**src/rtl/tgt_pkg.sv**
```systemverilog
package tgt_pkg;
  typedef enum logic [2:0] {
    TS_IDLE,
    TS_WAIT,
    TS_XFER,
    TS_SDLY,
    TS_END
  } tgt_state_e;
endpackage

```
**src/rtl/tgt_down_ctr.sv**
```systemverilog
module tgt_down_ctr #(
  parameter int W = 8
) (
  input  logic         clk,
  input  logic         rst,
  input  logic         load_i,
  input  logic [W-1:0] val_i,
  input  logic         dec_i,
  output logic         zero_o
);
  logic [W-1:0] cnt;

  always_ff @(posedge clk) begin
    if (rst) begin
      cnt <= '0;
    end else if (load_i) begin
      cnt <= val_i;
    end else if (dec_i && cnt != '0) begin
      cnt <= cnt - W'(1);
    end
  end

  assign zero_o = (cnt == '0);
endmodule

```
**src/rtl/tgt_phase_ctr.sv**
```systemverilog
module tgt_phase_ctr #(
  parameter int W = 8
) (
  input  logic         clk,
  input  logic         rst,
  input  logic         clr_i,
  input  logic         done_i,
  input  logic         gap_clr_i,
  output logic [W-1:0] phase_next_o,
  output logic [W-1:0] gap_next_o
);
  localparam logic [W-1:0] MAXV = '1;

  logic [W-1:0] phase_q;
  logic [W-1:0] gap_q;

  assign phase_next_o = (phase_q == MAXV) ? MAXV : phase_q + W'(1);
  assign gap_next_o   = (gap_q == MAXV) ? MAXV : gap_q + W'(1);

  always_ff @(posedge clk) begin
    if (rst || clr_i) begin
      phase_q <= '0;
      gap_q   <= '0;
    end else if (done_i) begin
      phase_q <= phase_next_o;
      gap_q   <= gap_clr_i ? '0 : gap_next_o;
    end
  end
endmodule

```
**src/rtl/tgt_retry_budget.sv**
```systemverilog
module tgt_retry_budget #(
  parameter int W = 8
) (
  input  logic         clk,
  input  logic         rst,
  input  logic         hit_i,
  input  logic         lim_en_i,
  input  logic [W-1:0] lim_i,
  output logic         live_o
);
  localparam logic [W-1:0] MAXV = '1;

  logic [W-1:0] used_q;

  always_ff @(posedge clk) begin
    if (rst) begin
      used_q <= '0;
    end else if (hit_i && used_q != MAXV) begin
      used_q <= used_q + W'(1);
    end
  end

  assign live_o = !(lim_en_i && (used_q >= lim_i));
endmodule

```
**src/rtl/tgt_resp_gen.sv**
```systemverilog
module tgt_resp_gen
  import tgt_pkg::*;
#(
  parameter int CW = 8
) (
  input  logic          clk,
  input  logic          rst,
  input  logic          frame_i,
  input  logic          irdy_i,
  input  logic          par_err_i,
  input  logic          wait_en_i,
  input  logic [CW-1:0] init_waits_i,
  input  logic [CW-1:0] subs_waits_i,
  input  logic [CW-1:0] xfer_gap_i,
  input  logic          stop_en_i,
  input  logic [CW-1:0] stop_after_i,
  input  logic [CW-1:0] stop_idle_i,
  input  logic          retry_lim_en_i,
  input  logic [CW-1:0] retry_lim_i,
  input  logic          abort_en_i,
  input  logic [CW-1:0] abort_after_i,
  input  logic          bad_par_en_i,
  input  logic          force_perr_i,
  output logic          trdy_o,
  output logic          stop_o,
  output logic          tabort_o,
  output logic          par_flip_o,
  output logic          perr_o
);
  localparam logic [CW-1:0] ONE = CW'(1);

  tgt_state_e st, st_n;
  logic trdy_n, stop_n, tabort_n;
  logic cnt_load, cnt_dec, cnt_zero;
  logic [CW-1:0] cnt_val;
  logic ph_clr, gap_clr, done, retry_hit, stop_live;
  logic [CW-1:0] phase_next, gap_next, gap_eff;
  logic abort_hit, stop_hit, wait_hit;

  tgt_down_ctr #(.W(CW)) u_wcnt (
    .clk(clk), .rst(rst), .load_i(cnt_load), .val_i(cnt_val),
    .dec_i(cnt_dec), .zero_o(cnt_zero)
  );

  tgt_phase_ctr #(.W(CW)) u_phase (
    .clk(clk), .rst(rst), .clr_i(ph_clr), .done_i(done),
    .gap_clr_i(gap_clr), .phase_next_o(phase_next), .gap_next_o(gap_next)
  );

  tgt_retry_budget #(.W(CW)) u_retry (
    .clk(clk), .rst(rst), .hit_i(retry_hit), .lim_en_i(retry_lim_en_i),
    .lim_i(retry_lim_i), .live_o(stop_live)
  );

  assign done      = (st == TS_XFER) && irdy_i && frame_i;
  assign gap_eff   = (xfer_gap_i == '0) ? ONE : xfer_gap_i;
  assign abort_hit = abort_en_i && (phase_next == abort_after_i);
  assign stop_hit  = stop_en_i && stop_live && (phase_next == stop_after_i);
  assign wait_hit  = wait_en_i && (subs_waits_i != '0) && (gap_next >= gap_eff);

  always_comb begin
    st_n      = st;
    trdy_n    = trdy_o;
    stop_n    = stop_o;
    tabort_n  = tabort_o;
    cnt_load  = 1'b0;
    cnt_val   = '0;
    cnt_dec   = 1'b0;
    ph_clr    = 1'b0;
    gap_clr   = 1'b0;
    retry_hit = 1'b0;
    if (!frame_i) begin
      st_n     = TS_IDLE;
      trdy_n   = 1'b0;
      stop_n   = 1'b0;
      tabort_n = 1'b0;
    end else begin
      case (st)
        TS_IDLE: begin
          st_n     = TS_WAIT;
          cnt_load = 1'b1;
          cnt_val  = wait_en_i ? init_waits_i : '0;
          ph_clr   = 1'b1;
        end
        TS_WAIT: begin
          if (cnt_zero) begin
            trdy_n = 1'b1;
            st_n   = TS_XFER;
          end else begin
            cnt_dec = 1'b1;
          end
        end
        TS_XFER: begin
          if (irdy_i) begin
            if (abort_hit) begin
              trdy_n   = 1'b0;
              stop_n   = 1'b1;
              tabort_n = 1'b1;
              st_n     = TS_END;
            end else if (stop_hit) begin
              trdy_n   = 1'b0;
              cnt_load = 1'b1;
              cnt_val  = stop_idle_i;
              st_n     = TS_SDLY;
            end else if (wait_hit) begin
              trdy_n   = 1'b0;
              cnt_load = 1'b1;
              cnt_val  = subs_waits_i - ONE;
              gap_clr  = 1'b1;
              st_n     = TS_WAIT;
            end
          end
        end
        TS_SDLY: begin
          if (cnt_zero) begin
            stop_n    = 1'b1;
            retry_hit = 1'b1;
            st_n      = TS_END;
          end else begin
            cnt_dec = 1'b1;
          end
        end
        TS_END: begin
          st_n = TS_END;
        end
        default: st_n = TS_IDLE;
      endcase
    end
  end

  always_ff @(posedge clk) begin
    if (rst) begin
      st         <= TS_IDLE;
      trdy_o     <= 1'b0;
      stop_o     <= 1'b0;
      tabort_o   <= 1'b0;
      par_flip_o <= 1'b0;
      perr_o     <= 1'b0;
    end else begin
      st         <= st_n;
      trdy_o     <= trdy_n;
      stop_o     <= stop_n;
      tabort_o   <= tabort_n;
      par_flip_o <= bad_par_en_i && trdy_n;
      perr_o     <= done && (par_err_i || force_perr_i);
    end
  end
endmodule

```
**config.mk**
```make
export PLATFORM = sky130hd
export DESIGN_NAME = tgt_resp_gen
export DESIGN_NICKNAME = d
export VERILOG_FILES = /design/src/rtl/tgt_pkg.sv /design/src/rtl/tgt_down_ctr.sv /design/src/rtl/tgt_phase_ctr.sv /design/src/rtl/tgt_retry_budget.sv /design/src/rtl/tgt_resp_gen.sv
export SDC_FILE = /design/constraint.sdc
export NUM_CORES = 1
export LEC_CHECK = 0
export CORE_MARGIN = 3
export CORE_UTILIZATION = 38
export CTS_BUF_LIST = sky130_fd_sc_hd__clkbuf_8
export CTS_CLUSTER_DIAMETER = 80
export DETAILED_ROUTE_END_ITERATION = 10
export PLACE_DENSITY_LB_ADDON = 0.05
export SYNTH_ARGS = -nofsm -noshare
export SYNTH_HDL_FRONTEND = slang
export SYNTH_SLANG_ARGS = --single-unit
export TNS_END_PERCENT = 100
```
**constraint.sdc**
```tcl
create_clock -name clk -period 2.95 [get_ports clk]
set_input_delay 0.4425 -clock clk [delete_from_list [all_inputs] [get_ports clk]]
set_output_delay 0.4425 -clock clk [all_outputs]
set_load 0.05 [all_outputs]
```
==> PnR_summary.wiki <==
{| class="wikitable"
! Metric !! Value
|-
| Run status || complete, no violations
|-
| Area growth from synthesis to layout || 43.3%
|-
| Residual overflow from global routing || 0
|-
| Clock latency of the later-clocked register in the worst-skew pair || 0.30 ns
|-
| Cell accounting for the most synthesized area || sky130_fd_sc_hd__dfxtp_1
|-
| Diodes inserted || 0
|-
| Count of H-tree levels built during CTS || 2
|-
| Post-synth EDFFs || 0
|-
| Vias per cell || 5.49
|-
| Sequential area share after synthesis || between 20% and 30%
|-
| Number of distinct library cell variants in the gate-level netlist after synthesis || slightly below 80
|-
| Tightest Pin Transition || about 0.54 ns
|-
| Number of synthesized register bits || 40
|-
| Clock tree from TritonCTS || done
|-
| Worst Path Class, Setup || reg2reg
|-
| Top-level I/O count || slightly above 70
|-
| Max-Slew Margin vs Limit || a little under two thirds
|-
| Number of buffers created by CTS || 5
|-
| Kind of end point of the critical path || register
|-
| Number of remaining DRC errors || 0
|-
| Number of nets produced by synthesis || roughly 540
|-
| Root buffer cell || sky130_fd_sc_hd__clkbuf_8
|-
| Period utilisation layout || 97.2%
|-
| Iteration-0 DRC count of the detailed router || 107
|-
| Initial cell density of the core || between 30% and 40%
|-
| Smallest hold slack || 0.456 ns
|-
| Top cells by area in the synthesized netlist || sky130_fd_sc_hd__dfxtp_1 23%, sky130_fd_sc_hd__ha_1 8.2%, sky130_fd_sc_hd__nand2_1 4.8%
|-
| CTS sink cnt || 40
|-
| Global-route usage over all layers || just over 20%
|-
| Maximum fanout count along the critical path || 5
|-
| Maximum achievable frequency || 349 MHz
|-
| Floorplan core area || between 8000 and 9000 um2
|-
| Critical path required time || approximately 3.2 ns
|-
| Commonest cells post-synth || 45 x sky130_fd_sc_hd__nand2_1, 45 x sky130_fd_sc_hd__nor2_1, 40 x sky130_fd_sc_hd__dfxtp_1
|-
| Cts hold-fix bufs || 0
|-
| Ys Warns || 0
|-
| Post-layout power || around 1.4 mW
|-
| Power Dens Cells || between 200 and 300 nW/um2
|-
| Total vias in the final route || 3709
|-
| Signal arrival time at the worst endpoint || 3.10 ns
|-
| Share of post-route cells with drive strength above 1 || ~22%
|-
| Std cell rows || 34
|-
| Util after Layout || a little under three fifths
|-
| Clock Pin Slew Worst Setup and Hold Paths || approximately 0.090 ns
|-
| Routed WL per cell || between 15 and 20 um
|-
| Final-stage net count || 657
|-
| Pre-Repair DR Iteration Count || 4
|-
| Fill cell total of the finished layout || approximately 850
|-
| Number of maximum-capacitance constraint violations || 0
|-
| Height of the die || 102 um
|-
| Share of flip-flops with an asynchronous set or reset || 0%
|-
| Average cell area after synthesis || 7.87 um2
|-
| Post-Synthesis Cell Area || roughly 3500 um2
|-
| Wire length after detailed routing || 10.4 mm
|-
| Pin count of the biggest net entering global routing || 20
|-
| Worst-case clock buffer depth || 2
|-
| Antenna-violating nets left || 0
|-
| Total half-perimeter wirelength after legalization and detailed placement || around 8 mm
|-
| VDD IR max || 0.000187 V
|-
| RSZ-0062 raised after global routing || true
|-
| Horiz. Die Dim || just over 100 um
|-
| Wire length of the first global-routing pass || 17.1 mm
|-
| Kind of launch point of the worst setup path || register
|-
| Slew Viols, Final || 0
|-
| Gp weighted congestion || roughly 0.9
|-
| Vias in the first global route || around 3.6k
|-
| Hold Vio Cnt, Final || 0
|-
| Final number of setup-violating endpoints || 0
|-
| Area fraction of the dominant cell type after synthesis || around 23%
|-
| Gate count of the mapped netlist || between 400 and 500
|-
| Post-place instance area || ~4600 um2
|-
| Worst Skew || 0.00852 ns
|-
| Number of buffer cells added on primary ports || 71
|-
| Main flop type after synthesis || sky130_fd_sc_hd__dfxtp_1
|-
| Min-delay worst type || reg2reg
|-
| Area of all placed cells without fillers || 5040 um2
|-
| Die Outline Area || roughly 10000 um2
|-
| Leakage || 2.01 nW
|-
| Number of antenna violations at the first check in global routing || 0
|-
| Clock period minus final worst setup slack || between 2 and 3 ns
|}
==> cell families (layout without fill, tap and decap cells) <==
logic type,after synthesis,count (layout),synth area share (%)
mux,4,4,1.14
flops,40,40,22.8
compound gates,104,105,21.4
xor+xnor,28,28,8.14
simple gates,198,198,31.5
fa+ha+maj,23,23,8.18
buf+inv,50,170,6.90
==> routing by layer <==
metal	global-route usage [%]	part of all wire, %	vias to the layer above
met3	3.14	5.4	14
met2	34.6	47	98
met1	27.0	46	1721
li1	-	-	1876
met4	4.74	1.5	0
met5	0	0	-
==> cells in the final DEF, fill, tap and decap left out, drive strengths merged, types with 6 or more instances in the layout <==
| cell type | count |
|---|---|
| clkdlybuf4s50 | 68 |
| nor3 | 16 |
| dfxtp | 40 |
| a31oi | 9 |
| a21oi | 31 |
| nand2b | 7 |
| nand4 | 8 |
| nor2 | 45 |
| and2 | 7 |
| nand3 | 24 |
| buf | 59 |
| a311oi | 6 |
| or4 | 8 |
| ha | 23 |
| inv | 33 |
| nor4 | 6 |
| xor2 | 11 |
| nand2 | 46 |
| and4 | 6 |
| a211oi | 6 |
| and3 | 9 |
| xnor2 | 14 |
| o21ai | 12 |
==> stage by stage <==
stage               setup TNS [ns]  worst slack, ns  cells
floorplan                        0           0.0254    447
global placement             -4.07           -0.328    657
detailed placement           -4.56           -0.399    657
CTS                              0          0.00144    672
global route                -0.185          -0.0610    676
finish                           0           0.0814    676
==> what timing repair did <==
item                                    CTS  global route
cloned                                    1             0
endpoints found under the hold margin     0             0
pin swaps                                 8            28
setup buffers                             6             4
endpoints found under the setup margin   11            17
gates resized for setup                  11            34
==> final cells by class <==
cell class	count	area, um2	share of cell area [%]
Sequential cell	40	807	16.0
Clock buffer	5	68.8	1.36
Tap cell	108	135	2.68
Inverter	32	120	2.38
Clock inverter	3	46.3	0.918
Multi-Input combinational cell	358	2690	53.4
Timing Repair Buffer	130	1170	23.3
==> path summary, 6_finish.rpt <==
check,from,endpoint,slack [ns],depth (start not counted)
worst max-delay path,u_phase.gap_q[2],u_wcnt.cnt[4],0.08,13
worst min-delay path,stop_o,stop_o,0.46,2
worst max register to register,u_phase.gap_q[2],u_wcnt.cnt[4],0.08,13
worst min register to register,stop_o,stop_o,0.46,2
==> power breakdown <==
group	switching, mW	total, mW	internal, mW	leakage, nW
Clock	0.227	0.483	0.255	0.0548
Combinational	0.164	0.362	0.197	1.63
Sequential	0.0209	0.577	0.557	0.326
==> sequential cells by signal, summed over array words and instances, names as in the netlist <==
register / count
perr_o: 1
u_retry.used_q: 8
par_flip_o: 1
st: 3
u_wcnt.cnt: 8
u_phase.gap_q: 8
stop_o: 1
tabort_o: 1
trdy_o: 1
u_phase.phase_q: 8
==> worst max-delay path, stage by stage, from the launching register on <==
cell and delay (ns):
sky130_fd_sc_hd__dfxtp_2 0.33, sky130_fd_sc_hd__and3_4 0.19, sky130_fd_sc_hd__and3_4 0.20, sky130_fd_sc_hd__nand3_4 0.11, sky130_fd_sc_hd__buf_6 0.15, sky130_fd_sc_hd__nand2_2 0.09, sky130_fd_sc_hd__ha_4 0.13, sky130_fd_sc_hd__or4_4 0.11
sky130_fd_sc_hd__o21ai_2 0.05, sky130_fd_sc_hd__a311oi_2 0.41, sky130_fd_sc_hd__nand2_2 0.15, sky130_fd_sc_hd__or4b_4 0.54, sky130_fd_sc_hd__o32a_1 0.18, sky130_fd_sc_hd__a31oi_1 0.15
No activity file was read; power rests on OpenSTA's default activity.
